File: src/rtl/vft_pkg.sv
package vft_pkg;

    typedef enum logic {
        STD_60 = 1'b0,
        STD_50 = 1'b1
    } std_e;

endpackage

File: src/rtl/vft_line_phase.sv
module vft_line_phase #(
    parameter int unsigned FRAC_W = 12,
    parameter int unsigned INC_W  = 24,
    parameter int unsigned INC_60 = 8791293,
    parameter int unsigned INC_50 = 8864320
) (
    input  logic          clk,
    input  logic          rst,
    input  vft_pkg::std_e std_q,
    output logic          line_end
);
    localparam int unsigned SUM_W = INC_W + 1;
    localparam int unsigned LEN_W = SUM_W - FRAC_W;
    localparam logic [INC_W-1:0] INC_60_V = INC_W'(INC_60);
    localparam logic [INC_W-1:0] INC_50_V = INC_W'(INC_50);

    typedef struct packed {
        logic [FRAC_W-1:0] frac;
        logic [LEN_W-1:0]  cnt;
    } phase_t;

    phase_t             st_d, st_q;
    logic [INC_W-1:0]   inc;
    logic [SUM_W-1:0]   sum;
    logic [LEN_W-1:0]   len;

    // increment chosen by the standard in force
    always_comb begin
        inc      = (std_q == vft_pkg::STD_50) ? INC_50_V : INC_60_V;
        sum      = SUM_W'(st_q.frac) + SUM_W'(inc);
        len      = sum[SUM_W-1:FRAC_W];
        line_end = (st_q.cnt == len - LEN_W'(1));
        st_d     = st_q;
        if (line_end) begin
            st_d.cnt  = '0;
            st_d.frac = sum[FRAC_W-1:0];   // remainder carried forward
        end else begin
            st_d.cnt  = st_q.cnt + LEN_W'(1);
        end
        if (rst) begin
            st_d = '0;
        end
    end

    always_ff @(posedge clk) begin
        st_q <= st_d;
    end

    a_r2_cnt_in_line: assert property (@(posedge clk) disable iff (rst)
        st_q.cnt < len);

    a_r2_restart_after_end: assert property (@(posedge clk) disable iff (rst)
        line_end |=> (st_q.cnt == '0));

endmodule

File: src/rtl/vft_frame_seq.sv
module vft_frame_seq #(
    parameter int unsigned LINE_W   = 9,
    parameter int unsigned FRAME_W  = 16,
    parameter int unsigned LINES_60 = 263,
    parameter int unsigned LINES_50 = 314
) (
    input  logic               clk,
    input  logic               rst,
    input  logic               std_sel,
    input  logic               line_end,
    output logic [LINE_W-1:0]  line_q,
    output logic [FRAME_W-1:0] frame_q,
    output vft_pkg::std_e      std_q,
    output logic               frame_end
);
    localparam logic [LINE_W-1:0] TOT_60 = LINE_W'(LINES_60);
    localparam logic [LINE_W-1:0] TOT_50 = LINE_W'(LINES_50);

    typedef struct packed {
        logic [LINE_W-1:0]  line;
        logic [FRAME_W-1:0] frame;
        vft_pkg::std_e      std;
    } seq_t;

    seq_t              st_d, st_q;
    logic [LINE_W-1:0] total;
    logic [LINE_W-1:0] line_inc;

    always_comb begin
        total     = (st_q.std == vft_pkg::STD_50) ? TOT_50 : TOT_60;
        line_inc  = st_q.line + LINE_W'(1);
        frame_end = line_end && (line_inc == total);
        st_d      = st_q;
        if (frame_end) begin
            st_d.line  = '0;
            st_d.frame = st_q.frame + FRAME_W'(1);
            st_d.std   = vft_pkg::std_e'(std_sel);
        end else if (line_end) begin
            st_d.line  = line_inc;
        end
        if (rst) begin
            st_d.line  = '0;
            st_d.frame = '0;
            st_d.std   = vft_pkg::std_e'(std_sel);
        end
    end

    always_ff @(posedge clk) begin
        st_q <= st_d;
    end

    assign line_q  = st_q.line;
    assign frame_q = st_q.frame;
    assign std_q   = st_q.std;

    a_r3_line_in_range: assert property (@(posedge clk) disable iff (rst)
        st_q.line < total);

    a_r3_line_step: assert property (@(posedge clk) disable iff (rst)
        (line_end && !frame_end) |=> (st_q.line == $past(st_q.line) + LINE_W'(1)));

    a_r4_frame_step: assert property (@(posedge clk) disable iff (rst)
        frame_end |=> (st_q.frame == $past(st_q.frame) + FRAME_W'(1)));

    a_r8_std_hold: assert property (@(posedge clk) disable iff (rst)
        !frame_end |=> $stable(st_q.std));

endmodule

File: src/rtl/vft_status.sv
module vft_status #(
    parameter int unsigned LINE_W   = 9,
    parameter int unsigned VBL_LINE = 240
) (
    input  logic              clk,
    input  logic              rst,
    input  logic              line_end,
    input  logic [LINE_W-1:0] line_q,
    input  logic              frame_lsb,
    input  logic              interlace_en,
    output logic              vblank_irq,
    output logic              vblank,
    output logic              field
);
    localparam logic [LINE_W-1:0] VBL_V = LINE_W'(VBL_LINE);

    typedef struct packed {
        logic irq;
    } stat_t;

    stat_t st_d, st_q;

    always_comb begin
        st_d.irq = line_end && ((line_q + LINE_W'(1)) == VBL_V);
        if (rst) begin
            st_d = '0;
        end
    end

    always_ff @(posedge clk) begin
        st_q <= st_d;
    end

    assign vblank_irq = st_q.irq;
    assign vblank     = (line_q >= VBL_V);
    assign field      = interlace_en & frame_lsb;

    a_r5_irq_single: assert property (@(posedge clk) disable iff (rst)
        vblank_irq |=> !vblank_irq);

    a_r5_irq_on_line: assert property (@(posedge clk) disable iff (rst)
        vblank_irq |-> (line_q == VBL_V));

    a_r6_rise_with_irq: assert property (@(posedge clk) disable iff (rst)
        $rose(vblank) |-> vblank_irq);

endmodule

File: src/rtl/video_frame_timer.sv
module video_frame_timer #(
    parameter int unsigned FRAC_W   = 12,
    parameter int unsigned INC_W    = 24,
    parameter int unsigned INC_60   = 8791293,
    parameter int unsigned INC_50   = 8864320,
    parameter int unsigned LINES_60 = 263,
    parameter int unsigned LINES_50 = 314,
    parameter int unsigned VBL_LINE = 240,
    parameter int unsigned LINE_W   = 9,
    parameter int unsigned FRAME_W  = 16
) (
    input  logic               clk,
    input  logic               rst,
    input  logic               std_sel,
    input  logic               interlace_en,
    output logic               line_pulse,
    output logic               vblank_irq,
    output logic               vblank,
    output logic               field,
    output logic [LINE_W-1:0]  line_num,
    output logic [FRAME_W-1:0] frame_cnt,
    output logic               std_active
);
    vft_pkg::std_e std_q;
    logic          line_end;
    logic          frame_end;

    vft_line_phase #(
        .FRAC_W (FRAC_W),
        .INC_W  (INC_W),
        .INC_60 (INC_60),
        .INC_50 (INC_50)
    ) u_phase (
        .clk      (clk),
        .rst      (rst),
        .std_q    (std_q),
        .line_end (line_end)
    );

    vft_frame_seq #(
        .LINE_W   (LINE_W),
        .FRAME_W  (FRAME_W),
        .LINES_60 (LINES_60),
        .LINES_50 (LINES_50)
    ) u_seq (
        .clk       (clk),
        .rst       (rst),
        .std_sel   (std_sel),
        .line_end  (line_end),
        .line_q    (line_num),
        .frame_q   (frame_cnt),
        .std_q     (std_q),
        .frame_end (frame_end)
    );

    vft_status #(
        .LINE_W   (LINE_W),
        .VBL_LINE (VBL_LINE)
    ) u_status (
        .clk          (clk),
        .rst          (rst),
        .line_end     (line_end),
        .line_q       (line_num),
        .frame_lsb    (frame_cnt[0]),
        .interlace_en (interlace_en),
        .vblank_irq   (vblank_irq),
        .vblank       (vblank),
        .field        (field)
    );

    assign line_pulse = line_end;
    assign std_active = (std_q == vft_pkg::STD_50);

    a_r4_wrap_to_zero: assert property (@(posedge clk) disable iff (rst)
        frame_end |=> (line_num == '0));

endmodule

File: config.mk
export PLATFORM = sky130hd
export DESIGN_NAME = video_frame_timer
export DESIGN_NICKNAME = d
export VERILOG_FILES = /design/src/rtl/vft_pkg.sv /design/src/rtl/vft_line_phase.sv /design/src/rtl/vft_frame_seq.sv /design/src/rtl/vft_status.sv /design/src/rtl/video_frame_timer.sv
export SDC_FILE = /design/constraint.sdc
export NUM_CORES = 1
export LEC_CHECK = 0
export ABC_CLOCK_PERIOD_IN_PS = 5100
export BUFFER_PORTS_ARGS = -buffer_cell sky130_fd_sc_hd__buf_2
export CORE_ASPECT_RATIO = 0.75
export CORE_UTILIZATION = 60
export DETAILED_ROUTE_END_ITERATION = 12
export MAX_ROUTING_LAYER = met4
export PLACE_DENSITY = 0.88
export SLEW_MARGIN = 10
export SYNTH_ARGS = -nofsm -noshare
export SYNTH_HDL_FRONTEND = slang
export SYNTH_SLANG_ARGS = --single-unit
File: constraint.sdc
create_clock -name clk -period 5.1 [get_ports clk]
set_input_delay 0.255 -clock clk [delete_from_list [all_inputs] [get_ports clk]]
set_output_delay 0.255 -clock clk [all_outputs]
set_load 0.05 [all_outputs]
---- Yosys cells after proc, flatten, opt, wreduce, memory -nomap -nowiden ----
Cells that the tools add are included.
cells by class
  add/sub/neg operators ................... 5
  $lt $le $gt $ge ......................... 1
  equal/unequal tests ..................... 3
  mux-type cells .......................... 4
  bitwise gates (word level) .............. 1
  reduce and logical (&&, ||, !) cells .... 5
operator list
  cell                                                  count
  adder 12 x 24 -> 25 bit                               1
  2-to-1 mux 17 bit                                     1
  adder 16 x 1 -> 16 bit (second input constant)        1
  adder 13 x 1 -> 13 bit (second input constant)        1
  equality test 13 bit                                  1
  subtractor 13 x 1 -> 13 bit (second input constant)   1
  adder 9 x 1 -> 9 bit (second input constant)          1
  equality test 9 x 8 -> 1 bit (second input constant)  1
  equality test 9 bit                                   1
  >= comparator 9 x 8 -> 1 bit (second input constant)  1
  2-to-1 mux 6 bit                                      1
  OR reduction 2 bit                                    2
  logical AND 1 bit                                     2
  2-to-1 mux 1 bit                                      2
  nonzero test 2 bit                                    1
  AND 1 bit                                             1
word-level totals
  bits in registers ....................... 52
  output and inout bits ................... 30

---- Depth between registers and ports, before layout ----
Gate-level depths: netlist (run 1).
  word-level depth ........................ 7
  mapped depth ............................ 15
  mapped depth without buffers ............ 13

---- Cells and area by module ----
Synthesis (run 1) repeated with hierarchy kept, for this count alone.
second synthesis, totals
  cells, all modules ...................... 401
  area, all modules ....................... 3816.2 um^2
by module, submodules not included
  module          instances  cells each  area an instance (um^2)  seq. area each (um^2)
  vft_frame_seq   1          196         1965.6                   530.5
  vft_line_phase  1          198         1778.0                   500.5
  vft_status      1          7           72.6                     20.0

---- Least setup slack after synthesis (run 1) ----
OpenSTA, ideal clock, no wires.
  path kind ............................... reg-to-reg
  start point ............................. register u_seq.st_q, in the netlist u_seq.std_q
  end point ............................... register u_status.st_q, in the netlist u_status.vblank_irq
  data arrival time ....................... 4.549 ns
  required time ........................... 5.004 ns
  slack ................................... 0.455 ns
  stages on the path, launching flop included .. 12
  buffers on the path ..................... 0
  cell sequence ........................... edfxtp_1 inv_1 ha_1 ha_1 a21o_1 a22oi_1 a221oi_4 ha_1 xnor2_1 nand4_1 nor4_1 nor4b_1
between the ends
  cells in the longest elaborated chain, start to end .. 5
RTL lines
  element                      line                     source
  from (decl)                  vft_frame_seq.sv:25      seq_t st_d, st_q;
  from (signal assigned)       vft_frame_seq.sv:49      st_q <= st_d;
  2-to-1 mux 17 bit            vft_line_phase.sv:29     inc = (std_q == vft_pkg::STD_50) ? INC_50_V : INC_60_V;
  adder 12 x 24 -> 25 bit      vft_line_phase.sv:30     sum = SUM_W'(st_q.frac) + SUM_W'(inc);
  subtractor 13 x 1 -> 13 bit  vft_line_phase.sv:32     line_end = (st_q.cnt == len - LEN_W'(1));
  equality test 13 bit         vft_line_phase.sv:32
  named net line_pulse         video_frame_timer.sv:16  output logic line_pulse,
  logical AND 1 bit            vft_status.sv:24         st_d.irq = line_end && ((line_q + LINE_W'(1)) == VBL_V);
  to (signal assigned)         vft_status.sv:31         st_q <= st_d;
  to (decl)                    vft_status.sv:21         stat_t st_d, st_q;
The timed path passes the listed nets, and every way through them passes these cells.
A chain may end at the register's enable or synchronous reset.

---- Worst setup path after layout (run 1) ----
  start point ............................. register u_seq.st_q, in the netlist u_seq.std_q
  end point ............................... register u_seq.st_q, in the netlist u_seq.frame_q[8]
between the ends
  cells in the longest elaborated chain, start to end .. 5
RTL lines
  element                      line                  source
  2-to-1 mux 17 bit            vft_line_phase.sv:29
  adder 12 x 24 -> 25 bit      vft_line_phase.sv:30
  subtractor 13 x 1 -> 13 bit  vft_line_phase.sv:32
  equality test 13 bit         vft_line_phase.sv:32
  logical AND 1 bit (*)        vft_frame_seq.sv:32   frame_end = line_end && (line_inc == total);
Mark *: on every way between the ends. The rest lies on a longest branch, timed or not.

==> impl_results.md, run 1 <==
- Critical Path Start Type: flip-flop
- Total global routing overflow: 0
- Most numerous cell in the Yosys netlist: dfxtp_1
- Cell types with the highest counts after synthesis: dfxtp_1 (51), nand2_1 (41), nor2_1 (32), a21oi_1 (25), nand3_1 (17)
- Post-route setup TNS: 0 ps
- Async set or reset register ratio after synthesis: 0%
- Met2 usage in global routing: 43.2%
- Setup Slack @ Placement: just over 800 ps
- Portion of the post-synthesis area used by sequential elements: 33.4%
- Flop-to-flop setup slack: 710 ps
- Placed Area: between 0.003 and 0.004 sq mm
- Area taken by multi-input logic gates: 0.00195 sq mm
- Worst r2r src: u_seq.std_q$_DFFE_PP_
- Synthesized cell area: between 0.003 and 0.004 sq mm
- Required time reported for the critical path endpoint: 5310 ps
- Number of fill cells: 400
- Worst-case clock buffer depth: 2
- Final Cycle Share: 86.1%
- Total track usage: 27.4%
- Buffers added on ports: 33
- Cells after Synth: 379
- Final setup violation count: 0
- Diodes inserted: 0
- Setup repair after global routing missed its margin: false
- Worst hold-check slack: ~120 ps
- Largest net degree at the start of global routing: 59
- Number of violations reported at the end of detailed-routing iteration 0: 255
- CTS hold repair buffers: 0
- Weighted congestion reported at the end of routability-driven placement: 0.870
- Number of remaining DRC errors: 0
- Endpoint of the worst register-to-register path: u_seq.frame_q[8]$_SDFFE_PP0P_
- Met3 usage: between 4 and 5%
- Min-Delay Path Class: in -> reg
- TritonCTS Buffers: 5
- Crit path to: u_seq.frame_q[8]$_SDFFE_PP0P_
- Resized cells post-CTS: 0
- Worst-path fanout max: 33
- Cell taking the most area after synthesis: dfxtp_1
- Element type at the critical path end: flip-flop
- First-pass GRT wire length: about 12000 um
- Setup bufs post-CTS: 0
- Max H-tree Level: 2
- Area added between synthesis and finish: 7.67%
- Number of core rows: 22
- Leakage power of the design: between 1 and 1.5 nW
- Wire length after detailed routing: between 7000 and 8000 um
- Number of nets with antenna violations after routing: 0
- Critical Path AT: 4600 ps
- Top cell type's share of synthesized area: 32.4%
- Non-Filler Cell Area, Final: 0.00339 sq mm
- Total count of hold-check failures in the final report: 0
- Slew margin rel.: 34.8%
- Distinct cells, synth: 55
- Leading post-synthesis cells by cell area: dfxtp_1 (32%), ha_1 (6.0%), nand2_1 (4.9%)
- Placed wire-length estimate: 5000 um
- Worst setup path class: reg -> reg
- Power Dens Cells: 204 mW/mm^2
- GR Util met1: 36.1%
- Routing layer with the top usage in global route: met2
- TritonCTS clock tree: done
- Worst r2r path cells: 14
- Max-capacitance violation count: 0
- Synth Register Bits: 52
- Mean number of vias per cell: 6.00
- Core area: 0.00498 sq mm
- Max Freq: 0.228 GHz
- Power Total: 0.000693 W
- Clock tree root buffer cell: clkbuf_8
- Most instantiated flip-flop cell in the synthesis netlist: dfxtp_1
- Detailed-routing iteration count for the pre-antenna-repair pass: 5
- Final count of pins violating max slew: 0
- Area of all sequential standard cells: about 0.0011 sq mm
- Worst Min Path Start: std_sel
- Clock-pin slew on the worst setup and hold paths: 100 ps
- Maximum VDD drop: 249 uV
- Number of nets in the finished design: 419
- Starting density of the core: a little over three fifths
- Horizontal extent of the die: 85.7 um
- Worst setup path start: u_seq.std_q$_DFFE_PP_
- Post-synthesis area per instance: between 8 and 9 sq um
- Mapped Nets: 398
- Sinks on Clock Net: 52
- Average detailed-routed wire length per instance: 14.9 um
- Layout cells sized above 1: 16.2%
- Die Y: 64.7 um
- Insertion delay of the later-clocked pin in the worst-skew pair: between 300 and 400 ps
- Ports placed on the boundary: 34
- Worst Clk Skew: 14.9 ps
- Result of the run: completed
- Pin slew with the least headroom to its limit: ~980 ps
- Total die area: 0.00555 sq mm
- Via count of the first global-routing pass: 2625
- Clock period minus final worst setup slack: around 4400 ps
- Via count: 2836
- Count of flip-flops with a built-in enable after synthesis: 1
- Antenna violations before repair: 0
- Minimum setup slack in the final design: 711 ps
- YS warnings: 0
[metrics by stage]
stage	instances	util, %
6_report	473	68.1
5_1_grt	473	68.1
4_1_cts	473	68.1
3_5_place_dp	465	66.3
3_3_place_gp	465	66.3
2_1_floorplan	379	-
[worst min-delay path by stage]
stage / end / slack [ps] / depth (start not counted)
finish: u_seq.std_q$_DFFE_PP_ / 120 / 1
detailed placement: u_phase.st_q[17]$_SDFFE_PP0P_ / 450 / 2
global route: u_seq.std_q$_DFFE_PP_ / 110 / 1
global placement: u_phase.st_q[15]$_SDFFE_PP0P_ / 450 / 2
floorplan: u_seq.std_q$_DFFE_PP_ / 350 / 0
CTS: u_seq.std_q$_DFFE_PP_ / 130 / 1
[power breakdown]
| group | switching (W) | internal (W) |
|---|---|---|
| registers | 0.00000446 | 0.000410 |
| logic | 0.0000269 | 0.0000140 |
| clock network | 0.000141 | 0.0000964 |
[cells by family after synthesis]
kind of cell             share of synthesized area [%]
AND/OR/NAND/NOR                                   28.1
AO/OA/AOI/OAI                                     14.3
multiplexers                                      6.12
XOR/XNOR                                          7.23
adder cells (fa/ha/maj)                           5.96
buffers and inverters                             4.85
flip-flops                                        33.4
[critical path, stage by stage (launching register included)]
cell      delay (ps)
edfxtp_1         520
inv_1            320
ha_1             250
ha_1             200
a21o_1           180
a22oi_1          150
a221oi_4         440
ha_1             330
xnor2_1          230
nand4_1          140
nor3_1           390
mux2i_4          220
buf_4            290
nor3_1           240
mux2_2           360
[sequential cells by signal (all words and copies together) (netlist names)]
| name | count |
|---|---|
| u_seq.frame_q | 16 |
| u_seq.line_q | 9 |
| u_status.vblank_irq | 1 |
| u_seq.std_q | 1 |
| u_phase.st_q | 25 |
[cell usage in the layout, fill, tap and decap left out, types with 4 or more instances in the layout]
master,n
nand3_1,17
nor2b_1,15
and2_1,4
mux2_2,12
nand4_1,11
and3_1,8
nor3_1,16
inv_1,10
a21oi_1,25
buf_2,33
nor4b_1,4
dfxtp_1,51
o21ai_0,11
xor2_1,12
nand2_1,41
nor4_1,6
xnor2_1,14
nor2_1,32
clkbuf_8,5
ha_1,15
or3_1,7
o32ai_1,4
[layout make-up]
class	count	area share (%)
inverters	10	1.11
clock buffers	6	2.14
clock inverters	2	0.369
repair buffers	34	5.09
multi-input cells	297	57.6
flip-flops and latches	52	31.0
well taps	72	2.66
[layer usage]
layer,part of all wire [%],up-vias
li1,-,1395
met1,48,1357
met2,47,75
met3,4.5,9
met4,1.0,0
met5,0,-
No activity file was read; power rests on OpenSTA's default activity.
==> inputs of run 2 (changes only) <==
--- a/config.mk
+++ b/config.mk
@@ -8,11 +8,13 @@
 export ABC_CLOCK_PERIOD_IN_PS = 5100
 export BUFFER_PORTS_ARGS = -buffer_cell sky130_fd_sc_hd__buf_2
 export CORE_ASPECT_RATIO = 0.75
+export CORE_MARGIN = 10
 export CORE_UTILIZATION = 60
 export DETAILED_ROUTE_END_ITERATION = 12
 export MAX_ROUTING_LAYER = met4
-export PLACE_DENSITY = 0.88
+export PLACE_DENSITY = 0.87
 export SLEW_MARGIN = 10
 export SYNTH_ARGS = -nofsm -noshare
 export SYNTH_HDL_FRONTEND = slang
+export SYNTH_HIERARCHICAL = 1
 export SYNTH_SLANG_ARGS = --single-unit
==> run 2 against run 1 <==
Sequential power is essentially flat. Cell count grew 7.2%. Core utilization shrank 2.1 points. Clock skew shrank 1.6 ps. Routed wire length grew 25%. Worst setup slack lost 190 ps. Sequential cell count is the same. Synthesized area grew 21%.
==> impl_results.md, run 2 <==
- YS warnings: 6 (+6)
- Slew margin rel.: 39.4% (+4.6 points)
- Worst-case clock buffer depth: 2 (unchanged)
- Count of buffering cells on the critical path with inverters included: 3 (+1)
- Sinks on Clock Net: 52 (unchanged)
- Final Cycle Share: 89.7% (+3.7 points)
- Weighted congestion reported at the end of routability-driven placement: 0.942 (+8.3%)
- TritonCTS Buffers: 5 (unchanged)
- Distinct cells, synth: 61 (+11%)
- Number of core rows: 25 (+14%)
- CTS hold repair buffers: 0 (unchanged)
- Pin slew with the least headroom to its limit: 905 ps (-73.3 ps)
- Diodes inserted: 0 (unchanged)
- Sequential group share of total power: 52.9% (-6.9 points)
- Power Total: 0.000785 W (+13%)
- Most numerous cell in the Yosys netlist: dfxtp_1
- Core area: 0.00622 sq mm (+25%)
- Max-capacitance violation count: 0 (unchanged)
- Portion of the post-synthesis area used by sequential elements: 27.5% (-5.8 points)
- Leading post-synthesis cells by cell area: dfxtp_1 (27%), a2111oi_4 (8.7%), ha_1 (4.3%)
- Number of nets in the finished design: 442 (+5.5%)
- Final core occ: 66.0% (-2.1 points)
- Setup repair after global routing missed its margin: false
- Int Pwr: 0.000582 W (+12%)
- First-pass GRT wire length: 14600 um (+23%)
- Mean number of vias per cell: 6.38 (+6.4%)
- Max Freq: 0.219 GHz (-4.1%)
- Part of the total power dissipated in combinational logic: 8.7% (+2.8 points)
- Total global routing overflow: 0 (unchanged)
- Largest register FFs: 25 (unchanged)
- Total die area: 0.00998 sq mm (+80%)
- Most used cells in the layout excluding fill and tap cells: dfxtp_1 (51), buf_2 (33), nor2_1 (31)
- Cell-by-cell trace of the critical path: inv_1, ha_1, o31a_1, or2_2, nand3_1, a21boi_0, ha_1, xnor2_1, and4_1, nand4_1, a21o_1, inv_1, o311ai_4, a2111oi_4, buf_4, mux2_1
- Total track usage: 17.6% (-9.8 points)
- Placed wire-length estimate: 6090 um (+22%)
- Area added between synthesis and finish: 7.64% (about the same)
- Synthesized cell area: 0.00382 sq mm (+21%)
- GR Util met1: 22.7% (-13 points)
- Wire length after detailed routing: 8830 um (+25%)
- Hold EP: u_seq/std_q$_DFFE_PP_
- Worst Min Path Start: std_sel
- Worst r2r src: u_seq/std_q$_DFFE_PP_
- Horizontal extent of the die: 112 um (+31%)
- Via count of the first global-routing pass: 2959 (+13%)
- Resized cells post-CTS: 0 (unchanged)
- Number of nets with antenna violations after routing: 0 (unchanged)
- Endpoint of the worst register-to-register path: u_seq/frame_q[0]$_SDFFE_PP0P_
- Mapped Nets: 418 (+5.0%)
- Layout cells sized above 1: 21.8% (+5.6 points)
- Critical Path AT: 4790 ps (+190 ps)
- Cell taking the most area after synthesis: dfxtp_1
- Worst Clk Skew: 13.3 ps (-1.58 ps)
- Number of remaining DRC errors: 0 (unchanged)
- Maximum VDD drop: 105 uV (-58%)
- TritonCTS clock tree: done
- Async set or reset register ratio after synthesis: 0% (unchanged)
- Min-Delay Path Class: in -> reg
- Setup bufs post-CTS: 0 (unchanged)
- Post-route setup TNS: 0 ps (unchanged)
- Critical path's top delay family: compound AO/OA/AOI/OAI gates
- Antenna violations before repair: 0 (unchanged)
- Worst setup path class: reg -> reg
- Cells after Synth: 401 (+5.8%)
- Clock-pin slew on the worst setup and hold paths: 100 ps (about the same)
- Post-synthesis area per instance: 9.52 sq um (+15%)
- Via count: 3234 (+14%)
- Switching part of the total power: 25.9% (+0.96 points)
- Count of flip-flops with a built-in enable after synthesis: 1 (unchanged)
- P_sw: 0.000203 W (+18%)
- Power Dens Cells: 191 mW/mm^2 (-6.5%)
- Worst-path fanout max: 12 (-64%)
- Clock tree root buffer cell: clkbuf_8
- Number of violations reported at the end of detailed-routing iteration 0: 172 (-33%)
- Required time reported for the critical path endpoint: 5320 ps (about the same)
- Final count of pins violating max slew: 0 (unchanged)
- Largest net degree at the start of global routing: 44 (-25%)
- Element type at the critical path end: flip-flop
- Worst r2r path cells: 16 (+2)
- Buffers added on ports: 33 (unchanged)
- Leakage power of the design: 1.47 nW (+9.5%)
- Met3 usage: 3.42% (-1.2 points)
- Flop-to-flop setup slack: 520 ps (-190 ps)
- Average detailed-routed wire length per instance: 17.4 um (+17%)
- Clock period minus final worst setup slack: 4580 ps (+187 ps)
- Ports placed on the boundary: 34 (unchanged)
- Most instantiated flip-flop cell in the synthesis netlist: dfxtp_1
- Starting density of the core: 61.3% (-1.9 points)
- Slowest cell delay on critical path: 400 ps (-120 ps)
- Total count of hold-check failures in the final report: 0 (unchanged)
- Insertion delay of the later-clocked pin in the worst-skew pair: 320 ps (about the same)
- Largest reg by FF count: u_phase/st_q
- Final setup violation count: 0 (unchanged)
- Met2 usage in global routing: 27.6% (-16 points)
- Most common cell after layout, fill and taps aside: dfxtp_1
- Cell types with the highest counts after synthesis: dfxtp_1 (51), nor2_1 (31), nand2_1 (19), nand3_1 (19), nor2b_1 (19)
- Die Y: 89.1 um (+38%)
- Number of stages on the worst hold path: 1 (unchanged)
- Critical Path Start Type: flip-flop
- Detailed-routing iteration count for the pre-antenna-repair pass: 4 (-1)
- Clock Power Share: 38.4% (+4.1 points)
- Max H-tree Level: 2 (unchanged)
- Routing layer with the top usage in global route: met2
- Cell with the biggest individual delay on the critical path: edfxtp_1
- Synth Register Bits: 52 (unchanged)
- Result of the run: completed
- Top cell type's share of synthesized area: 26.8% (-5.7 points)
-- run 2: worst register-to-register path: cells and delay by family, from the launching register on --
family,cells,cell delay [ps]
compound gates,5,1360
simple gates,4,770
buf+inv,3,780
xor+xnor,1,190
flops,1,400
mux,1,330
fa+ha+maj,2,650
-- run 2: power by group through the flow --
stage          clock network [W]  registers [W]  logic [W]
2_1_floorplan                  0       0.000425  0.0000504
3_3_place_gp                   0       0.000424  0.0000641
3_5_place_dp                   0       0.000424  0.0000661
4_1_cts                 0.000305       0.000415  0.0000669
5_1_grt                 0.000321       0.000416  0.0000740
6_report                0.000301       0.000415  0.0000681
-- run 2: layer usage --
layer | share of wire (%) | wire length, um
met5 | 0 | 0
met4 | 1.2 | 106
met3 | 5.7 | 503
met2 | 46 | 4090
met1 | 47 | 4130
-- run 2: cells by family after synthesis --
| group | after synthesis | share of synthesized area (%) |
|---|---|---|
| AO/OA/AOI/OAI | 82 | 24.6 |
| buffers and inverters | 38 | 5.28 |
| flip-flops | 52 | 27.5 |
| adder cells (fa/ha/maj) | 13 | 4.26 |
| AND/OR/NAND/NOR | 162 | 24.1 |
| XOR/XNOR | 27 | 6.20 |
| multiplexers | 27 | 8.00 |
-- run 2: layout make-up --
class / instances / area [sq um]
multi-input cells: 311 / 2570
inverters: 15 / 56.3
repair buffers: 40 / 218
flip-flops and latches: 52 / 1050
clock buffers: 6 / 72.6
clock inverters: 2 / 38.8
fillers: 483 / 2120
well taps: 81 / 101
-- run 2: worst max path at each step --
| stage | from | slack [ps] | to | cells past startpoint |
|---|---|---|---|---|
| final | u_seq/std_q$_DFFE_PP_ | 520 | u_seq/frame_q[0]$_SDFFE_PP0P_ | 16 |
| after global routing | u_seq/std_q$_DFFE_PP_ | 240 | u_seq/frame_q[0]$_SDFFE_PP0P_ | 17 |
| after CTS | u_seq/std_q$_DFFE_PP_ | 570 | u_seq/frame_q[0]$_SDFFE_PP0P_ | 16 |
| after detailed placement | u_seq/std_q$_DFFE_PP_ | 590 | u_seq/frame_q[0]$_SDFFE_PP0P_ | 16 |
| after global placement | u_seq/std_q$_DFFE_PP_ | 730 | u_seq/frame_q[0]$_SDFFE_PP0P_ | 16 |
| after floorplan | u_seq/std_q$_DFFE_PP_ | 70 | u_seq/frame_q[3]$_SDFFE_PP0P_ | 17 |
-- run 2: stage by stage --
step	hold WS, ps	worst slack (ps)	instances	cell area [sq um]
2_1_floorplan	354	70.5	401	3820
3_3_place_gp	440	727	499	4000
3_5_place_dp	445	591	499	4000
4_1_cts	113	567	507	4110
5_1_grt	107	238	507	4110
6_report	115	524	507	4110
